**config.mk**
```make
export PLATFORM = sky130hd
export DESIGN_NAME = dma_irq_status
export DESIGN_NICKNAME = d
export VERILOG_FILES = /design/src/rtl/dma_irq_pkg.sv /design/src/rtl/dma_evt_bank.sv /design/src/rtl/dma_summary.sv /design/src/rtl/dma_state_field.sv /design/src/rtl/dma_irq_status.sv
export SDC_FILE = /design/constraint.sdc
export NUM_CORES = 1
export LEC_CHECK = 0
export BUFFER_PORTS_ARGS = -buffer_cell sky130_fd_sc_hd__buf_2
export CAP_MARGIN = 25
export CELL_PAD_IN_SITES_DETAIL_PLACEMENT = 1
export CELL_PAD_IN_SITES_GLOBAL_PLACEMENT = 1
export CORE_MARGIN = 8
export CORE_UTILIZATION = 35
export DETAILED_ROUTE_END_ITERATION = 8
export PLACE_DENSITY_LB_ADDON = 0.05
export SLEW_MARGIN = 20
export SYNTH_ARGS = -nofsm -noshare
export SYNTH_HDL_FRONTEND = slang
export SYNTH_SLANG_ARGS = --single-unit
```
**constraint.sdc**
```tcl
create_clock -name clk -period 4.5 [get_ports clk]
set_clock_uncertainty 0.2 [all_clocks]
set_input_delay 0 -clock clk [delete_from_list [all_inputs] [get_ports clk]]
set_output_delay 0 -clock clk [all_outputs]
set_load 0.005 [all_outputs]
```
**src/rtl/dma_irq_pkg.sv**
```systemverilog
package dma_irq_pkg;
   localparam int REG_W = 32;

   // Process-state codes shared by both engines.
   typedef enum logic [2:0] {
      PS_STOP  = 3'd0,
      PS_FETCH = 3'd1,
      PS_WAIT  = 3'd3,
      PS_SUSP  = 3'd4,
      PS_CLOSE = 3'd5,
      PS_XFER  = 3'd7
   } proc_state_e;
endpackage

```
**src/rtl/dma_evt_bank.sv**
```systemverilog
module dma_evt_bank #(
   parameter int N = 15
) (
   input  logic         clk,
   input  logic         rst_n,
   input  logic [N-1:0] set_i,
   input  logic [N-1:0] clr_i,
   output logic [N-1:0] ev_q,
   output logic [N-1:0] ev_nx
);
   // A set always beats a clear on the same bit.
   for (genvar i = 0; i < N; i++) begin : g_bit
      assign ev_nx[i] = set_i[i] | (ev_q[i] & ~clr_i[i]);
   end

   always_ff @(posedge clk or negedge rst_n) begin
      if (!rst_n) ev_q <= '0;
      else        ev_q <= ev_nx;
   end
endmodule

```
**src/rtl/dma_summary.sv**
```systemverilog
module dma_summary #(
   parameter int           N    = 15,
   parameter logic [N-1:0] MASK = '1
) (
   input  logic         clk,
   input  logic         rst_n,
   input  logic [N-1:0] ev_nx,
   input  logic [N-1:0] en_nx,
   input  logic         clr_i,
   output logic         sum_q
);
   logic hit;
   assign hit = |(ev_nx & en_nx & MASK);

   always_ff @(posedge clk or negedge rst_n) begin
      if (!rst_n) sum_q <= 1'b0;
      else        sum_q <= hit | (sum_q & ~clr_i);
   end
endmodule

```
**src/rtl/dma_state_field.sv**
```systemverilog
module dma_state_field #(
   parameter int           W        = 3,
   parameter bit           HAS_KICK = 1'b0,
   parameter logic [W-1:0] KICK_VAL = '0
) (
   input  logic         clk,
   input  logic         rst_n,
   input  logic         we_i,
   input  logic [W-1:0] val_i,
   input  logic         kick_i,
   output logic [W-1:0] state_q
);
   logic [W-1:0] state_nx;

   if (HAS_KICK) begin : g_kick
      // The engine write has priority over the software kick.
      always_comb begin
         if (we_i)        state_nx = val_i;
         else if (kick_i) state_nx = KICK_VAL;
         else             state_nx = state_q;
      end
   end else begin : g_plain
      logic unused_kick;
      assign unused_kick = kick_i;
      assign state_nx = we_i ? val_i : state_q;
   end

   always_ff @(posedge clk or negedge rst_n) begin
      if (!rst_n) state_q <= '0;
      else        state_q <= state_nx;
   end
endmodule

```
**src/rtl/dma_irq_status.sv**
```systemverilog
module dma_irq_status
   import dma_irq_pkg::*;
#(
   parameter int                  EVT_BITS  = 15,
   parameter logic [EVT_BITS-1:0] NORM_MASK = 15'h0045,
   parameter int                  AIS_BIT   = 15,
   parameter int                  NIS_BIT   = 16,
   parameter int                  RX_LSB    = 17,
   parameter int                  TX_LSB    = 20,
   parameter int                  STATE_W   = 3,
   parameter int                  RU_BIT    = 7
) (
   input  logic                clk,
   input  logic                rst_n,
   input  logic                reg_wr,
   input  logic                reg_addr,
   input  logic [REG_W-1:0]    reg_wdata,
   output logic [REG_W-1:0]    reg_rdata,
   output logic                ro_err,
   input  logic [EVT_BITS-1:0] evt_set,
   input  logic                tx_state_we,
   input  logic [STATE_W-1:0]  tx_state_val,
   input  logic                rx_state_we,
   input  logic [STATE_W-1:0]  rx_state_val,
   output logic                irq
);
   localparam logic [EVT_BITS-1:0] ABN_MASK  = ~NORM_MASK;
   localparam logic [REG_W-1:0]    EVT_FIELD = {{(REG_W-EVT_BITS){1'b0}}, {EVT_BITS{1'b1}}};
   localparam logic [REG_W-1:0]    SUM_FIELD = (REG_W'(1) << AIS_BIT) | (REG_W'(1) << NIS_BIT);
   localparam logic [REG_W-1:0]    EN_WMASK  = EVT_FIELD | SUM_FIELD;
   localparam logic [REG_W-1:0]    RO_MASK   = ~EN_WMASK;
   localparam logic [STATE_W-1:0]  RX_WAIT   = STATE_W'(PS_WAIT);

   // Elaboration-time parameter checks
   if (AIS_BIT < EVT_BITS || NIS_BIT < EVT_BITS || AIS_BIT == NIS_BIT) begin : g_bad_sum
      $error("summary bits overlap the event field");
   end
   if (RX_LSB <= NIS_BIT || RX_LSB <= AIS_BIT || RX_LSB + STATE_W > TX_LSB) begin : g_bad_rx
      $error("receive state field misplaced");
   end
   if (TX_LSB + STATE_W > REG_W) begin : g_bad_tx
      $error("transmit state field exceeds register width");
   end
   if (RU_BIT >= EVT_BITS) begin : g_bad_ru
      $error("unavailable bit outside the event field");
   end

   // Write decode
   logic                wr_status, wr_enable;
   logic [EVT_BITS-1:0] evt_clr;
   assign wr_status = reg_wr & ~reg_addr;
   assign wr_enable = reg_wr &  reg_addr;
   assign evt_clr   = wr_status ? reg_wdata[EVT_BITS-1:0] : '0;

   // Enable word
   logic [REG_W-1:0] en_q, en_nx;
   assign en_nx = wr_enable ? (reg_wdata & EN_WMASK) : en_q;
   always_ff @(posedge clk or negedge rst_n) begin
      if (!rst_n) en_q <= '0;
      else        en_q <= en_nx;
   end

   // Event bits
   logic [EVT_BITS-1:0] ev_q, ev_nx;
   dma_evt_bank #(.N(EVT_BITS)) u_evt (
      .clk   (clk),
      .rst_n (rst_n),
      .set_i (evt_set),
      .clr_i (evt_clr),
      .ev_q  (ev_q),
      .ev_nx (ev_nx)
   );

   // Summary bits: group 0 normal, group 1 abnormal
   logic [1:0] sum_q;
   for (genvar g = 0; g < 2; g++) begin : g_sum
      localparam logic [EVT_BITS-1:0] GM = (g == 0) ? NORM_MASK : ABN_MASK;
      localparam int                  GP = (g == 0) ? NIS_BIT : AIS_BIT;
      dma_summary #(.N(EVT_BITS), .MASK(GM)) u_sum (
         .clk   (clk),
         .rst_n (rst_n),
         .ev_nx (ev_nx),
         .en_nx (en_nx[EVT_BITS-1:0]),
         .clr_i (wr_status & reg_wdata[GP]),
         .sum_q (sum_q[g])
      );
   end

   logic nis_q, ais_q;
   assign nis_q = sum_q[0];
   assign ais_q = sum_q[1];

   // Process-state fields
   logic [STATE_W-1:0] rx_q, tx_q;
   dma_state_field #(.W(STATE_W), .HAS_KICK(1'b1), .KICK_VAL(RX_WAIT)) u_rx (
      .clk     (clk),
      .rst_n   (rst_n),
      .we_i    (rx_state_we),
      .val_i   (rx_state_val),
      .kick_i  (evt_clr[RU_BIT]),
      .state_q (rx_q)
   );
   dma_state_field #(.W(STATE_W), .HAS_KICK(1'b0), .KICK_VAL('0)) u_tx (
      .clk     (clk),
      .rst_n   (rst_n),
      .we_i    (tx_state_we),
      .val_i   (tx_state_val),
      .kick_i  (1'b0),
      .state_q (tx_q)
   );

   // Read-only write flag
   always_ff @(posedge clk or negedge rst_n) begin
      if (!rst_n) ro_err <= 1'b0;
      else        ro_err <= wr_status & (|(reg_wdata & RO_MASK));
   end

   // Read path
   logic [REG_W-1:0] status_w;
   always_comb begin
      status_w                    = '0;
      status_w[EVT_BITS-1:0]      = ev_q;
      status_w[AIS_BIT]           = ais_q;
      status_w[NIS_BIT]           = nis_q;
      status_w[RX_LSB +: STATE_W] = rx_q;
      status_w[TX_LSB +: STATE_W] = tx_q;
   end
   assign reg_rdata = reg_addr ? en_q : status_w;

   assign irq = (nis_q & en_q[NIS_BIT]) | (ais_q & en_q[AIS_BIT]);
endmodule

```
==> load_flow_metrics.sql <==
INSERT INTO impl_metrics (metric_group, metric, value, unit) VALUES
('die', 'die_width', '96.6', 'um'),
('sta', 'final_layout_setup_total_negative_slack', '0', 'ns'),
('routing', 'drc_errors', '0', ''),
('pwr', 'p_seq_share', '45.5', '%'),
('logic_synthesis', 'synth-warning-count', '0', ''),
('die', 'std_cell_rows', '29', ''),
('pwr', 'p_int', '0.672', 'mW'),
('clock_network', 'post_cts.resized_instances', '0', ''),
('sta', 'maxSlewViolCount', '0', ''),
('pwr', 'switching_power_summed_over_all_nets', '0.260', 'mW'),
('clock_network', 'clockBufferDepth', '2', ''),
('clock_network', 'clock_latency', '0.29', 'ns'),
('clock_network', 'cts_root_buffer', 'sky130_fd_sc_hd__clkbuf_8', ''),
('pwr', 'power-per-cell-area', '267', 'nW/um2'),
('sta', 'maximum_clock_frequency', '431', 'MHz'),
('finish', 'post_route_cells_drive_above_1_share', '30.0', '%'),
('sta', 'final_count_of_hold_timing_violations', '16', ''),
('die', 'core_ar', '6310', 'um2'),
('sta', 'timing.final.crit_period', '2.32', 'ns'),
('routing', 'antenna_left', '0', ''),
('critical_path', 'setup.worst_path.class', 'input pin to flop', ''),
('logic_synthesis', 'synth_seq_cells', '41', ''),
('placement', 'pre_cts_ws', '1.84', 'ns'),
('sta', 'final.hold.worst_slack', '-0.0170', 'ns'),
('critical_path', 'crit_path_end_kind', 'flop', ''),
('clock_network', 'tritoncts.num_buffers', '5', ''),
('clock_network', 'cts_tree', 'yes', ''),
('global_routing', 'grt_max_degree', '42', ''),
('global_routing', 'grt_first_pass_wirelength', '12400', 'um'),
('die', 'initial_utilization', '36.0', '%'),
('critical_path', 'r2r-end', 'g_sum[1].u_sum.sum_q', ''),
('pwr', 'swShare', '27.9', '%'),
('global_routing', 'track_usage', '17.1', '%'),
('logic_synthesis', 'yosysUniqueCellTypes', '30', ''),
('finish', 'insertedDiodeCount', '0', ''),
('finish', 'multi_input_combinational_cell_area', '1120', 'um2'),
('run_status', 'failing_checks', 'hold timing', ''),
('critical_path', 'cp_data_arrival_time', '2.29', 'ns'),
('sta', 'setup_viol_count_final', '0', ''),
('sta', 'worstMarginPinSlew', '0.799', 'ns'),
('critical_path', 'start_kind', 'input pin', ''),
('placement', 'total_of_buffers_placed_on_input_and_output_ports', '83', ''),
('critical_path', 'critPathMaxFanout', '38', ''),
('sta', 'unrepaired_setup_endpoints_after_global_routing', 'false', ''),
('pwr', 'power.share.combinational', '25.6', '%'),
('pwr', 'worst_ir_drop_vdd', '0.000141', 'V'),
('global_routing', 'first_global_vias', '2547', ''),
('die', 'die_height', '96.6', 'um'),
('routing', 'detailedRoute.firstPassIterationCount', '4', ''),
('logic_synthesis', 'synthesized_instance_count', '242', ''),
('pwr', 'total_leakage_power', '1.55', 'nW'),
('pwr', 'power.total', '0.932', 'mW'),
('logic_synthesis', 'synth.yosys.seq_area_share', '45.2', '%'),
('placement', 'dp_hpwl', '4890', 'um'),
('run_status', 'outcome', 'complete, but fails checks', ''),
('clock_network', 'htree_num_levels', '2', ''),
('global_routing', 'grt_antenna_before_repair', '0', ''),
('critical_path', 'ff2ff_setup_slack', '2.45', 'ns'),
('clock_network', 'cts.reportedPaths.clkPinSlew', '0.08', 'ns'),
('routing', 'wl_per_cell', '16.6', 'um'),
('logic_synthesis', 'synth.cell_area', '2270', 'um2'),
('logic_synthesis', 'synth_largest_area_cell', 'sky130_fd_sc_hd__dfrtp_1', ''),
('min_path', 'kind_of_path_behind_the_tightest_hold_check', 'input pin to asynchronous set/reset pin', ''),
('logic_synthesis', 'synth_area_leaders', 'sky130_fd_sc_hd__dfrtp_1, sky130_fd_sc_hd__mux2_2, sky130_fd_sc_hd__nand2_1, sky130_fd_sc_hd__o21ai_0, sky130_fd_sc_hd__o22ai_1', ''),
('finish', 'fin_nets', '448', ''),
('critical_path', 'worst_r2r_startpoint', 'u_evt.ev_q[4]', ''),
('critical_path', 'critical_path.max_stage_delay', '0.60', 'ns'),
('sta', 'relSlewSlack', '46.7', '%'),
('critical_path', 'worst-r2r-cell-count', '4', ''),
('critical_path', 'critical-path-slowest-cell', 'sky130_fd_sc_hd__buf_2', ''),
('sta', 'post-route-period-util', '51.6', '%');
-- power by group through the flow --
stage	logic, mW	clock network, mW	registers [mW]
2_1_floorplan	0.109	0	0.423
3_3_place_gp	0.184	0	0.430
3_5_place_dp	0.187	0	0.431
4_1_cts	0.236	0.282	0.424
5_1_grt	0.266	0.294	0.428
6_report	0.239	0.270	0.424
-- worst max-delay path by stage --
stage	start	to	slack, ns
after floorplan	u_evt.ev_q[13]	g_sum[1].u_sum.sum_q	2.57
after global placement	reg_addr	g_sum[1].u_sum.sum_q	1.94
after detailed placement	reg_addr	g_sum[1].u_sum.sum_q	1.84
after CTS	reg_addr	g_sum[1].u_sum.sum_q	2.15
after global routing	reg_addr	g_sum[1].u_sum.sum_q	1.99
final	reg_addr	g_sum[1].u_sum.sum_q	2.18
-- logic make-up after synthesis --
family	share of synthesized area [%]
AOI/OAI and AO/OA	18.8
buffers and inverters	7.00
DFF	45.2
muxes	10.4
other	0.165
and+or+nand+nor	18.5
-- state kept, by name (all words and copies together) (netlist names) --
name / cells
en_q: 17
u_evt.ev_q: 15
u_rx.state_q: 3
u_tx.state_q: 3
g_sum.u_sum.sum_q: 2
ro_err: 1
-- synthesized netlist by cell type --
library cell	number
sky130_fd_sc_hd__nand2b_1	8
sky130_fd_sc_hd__nand2_1	51
sky130_fd_sc_hd__buf_4	9
sky130_fd_sc_hd__a41oi_1	1
sky130_fd_sc_hd__nand3_1	1
sky130_fd_sc_hd__a21oi_1	3
sky130_fd_sc_hd__buf_2	1
sky130_fd_sc_hd__conb_1	1
sky130_fd_sc_hd__nor2b_1	12
sky130_fd_sc_hd__nor4_1	3
sky130_fd_sc_hd__mux2_2	20
sky130_fd_sc_hd__o32a_1	2
sky130_fd_sc_hd__o21a_1	3
sky130_fd_sc_hd__o221ai_1	4
sky130_fd_sc_hd__a22o_1	1
sky130_fd_sc_hd__mux2i_1	1
sky130_fd_sc_hd__nor3_1	1
sky130_fd_sc_hd__a22oi_1	1
sky130_fd_sc_hd__and2_4	1
sky130_fd_sc_hd__clkbuf_1	9
sky130_fd_sc_hd__nor3b_1	5
sky130_fd_sc_hd__nand2b_4	1
sky130_fd_sc_hd__or4_1	2
sky130_fd_sc_hd__o32ai_1	6
sky130_fd_sc_hd__o21ai_0	23
sky130_fd_sc_hd__inv_1	8
sky130_fd_sc_hd__o22ai_1	13
sky130_fd_sc_hd__a21o_1	8
sky130_fd_sc_hd__buf_6	2
sky130_fd_sc_hd__dfrtp_1	41
-- through the flow --
step / hold WS (ns) / util (%) / instances / instance area, um2
CTS: 0.00692 / 54.9 / 466 / 3470
floorplan: -0.496 / - / 250 / 2300
detailed placement: 0.000485 / 42.9 / 392 / 2710
finish: -0.0170 / 55.3 / 467 / 3490
global placement: 0.00225 / 42.9 / 392 / 2710
global route: 0.00610 / 55.3 / 467 / 3490
-- worst max-delay path: cells and delay by family --
family / cells / cell delay, ns
compound gates: 2 / 0.25
buf+inv: 2 / 0.82
simple gates: 3 / 1.20
-- area by class of cell --
type / instances / area share, %
clock buffer: 7 / 2.76
clock inverter: 1 / 0.143
timing repair buffer: 153 / 32.1
tap: 77 / 2.76
multi-input combinational: 180 / 32.0
sequential: 41 / 29.4
inverter: 8 / 0.861
-- timing repair --
item	4_1_cts	5_1_grt
endpoints found under the setup margin	0	0
hold buffers	66	0
hold endpoints to repair	82	0
-- layer usage --
metal	global-route usage [%]	vias to the layer above	wire length, um
li1	-	1129	-
met1	20.0	1118	3120
met2	30.8	52	4110
met3	3.48	8	413
met4	4.54	0	95
met5	0	-	0
Power figures use the tool's default switching activity.
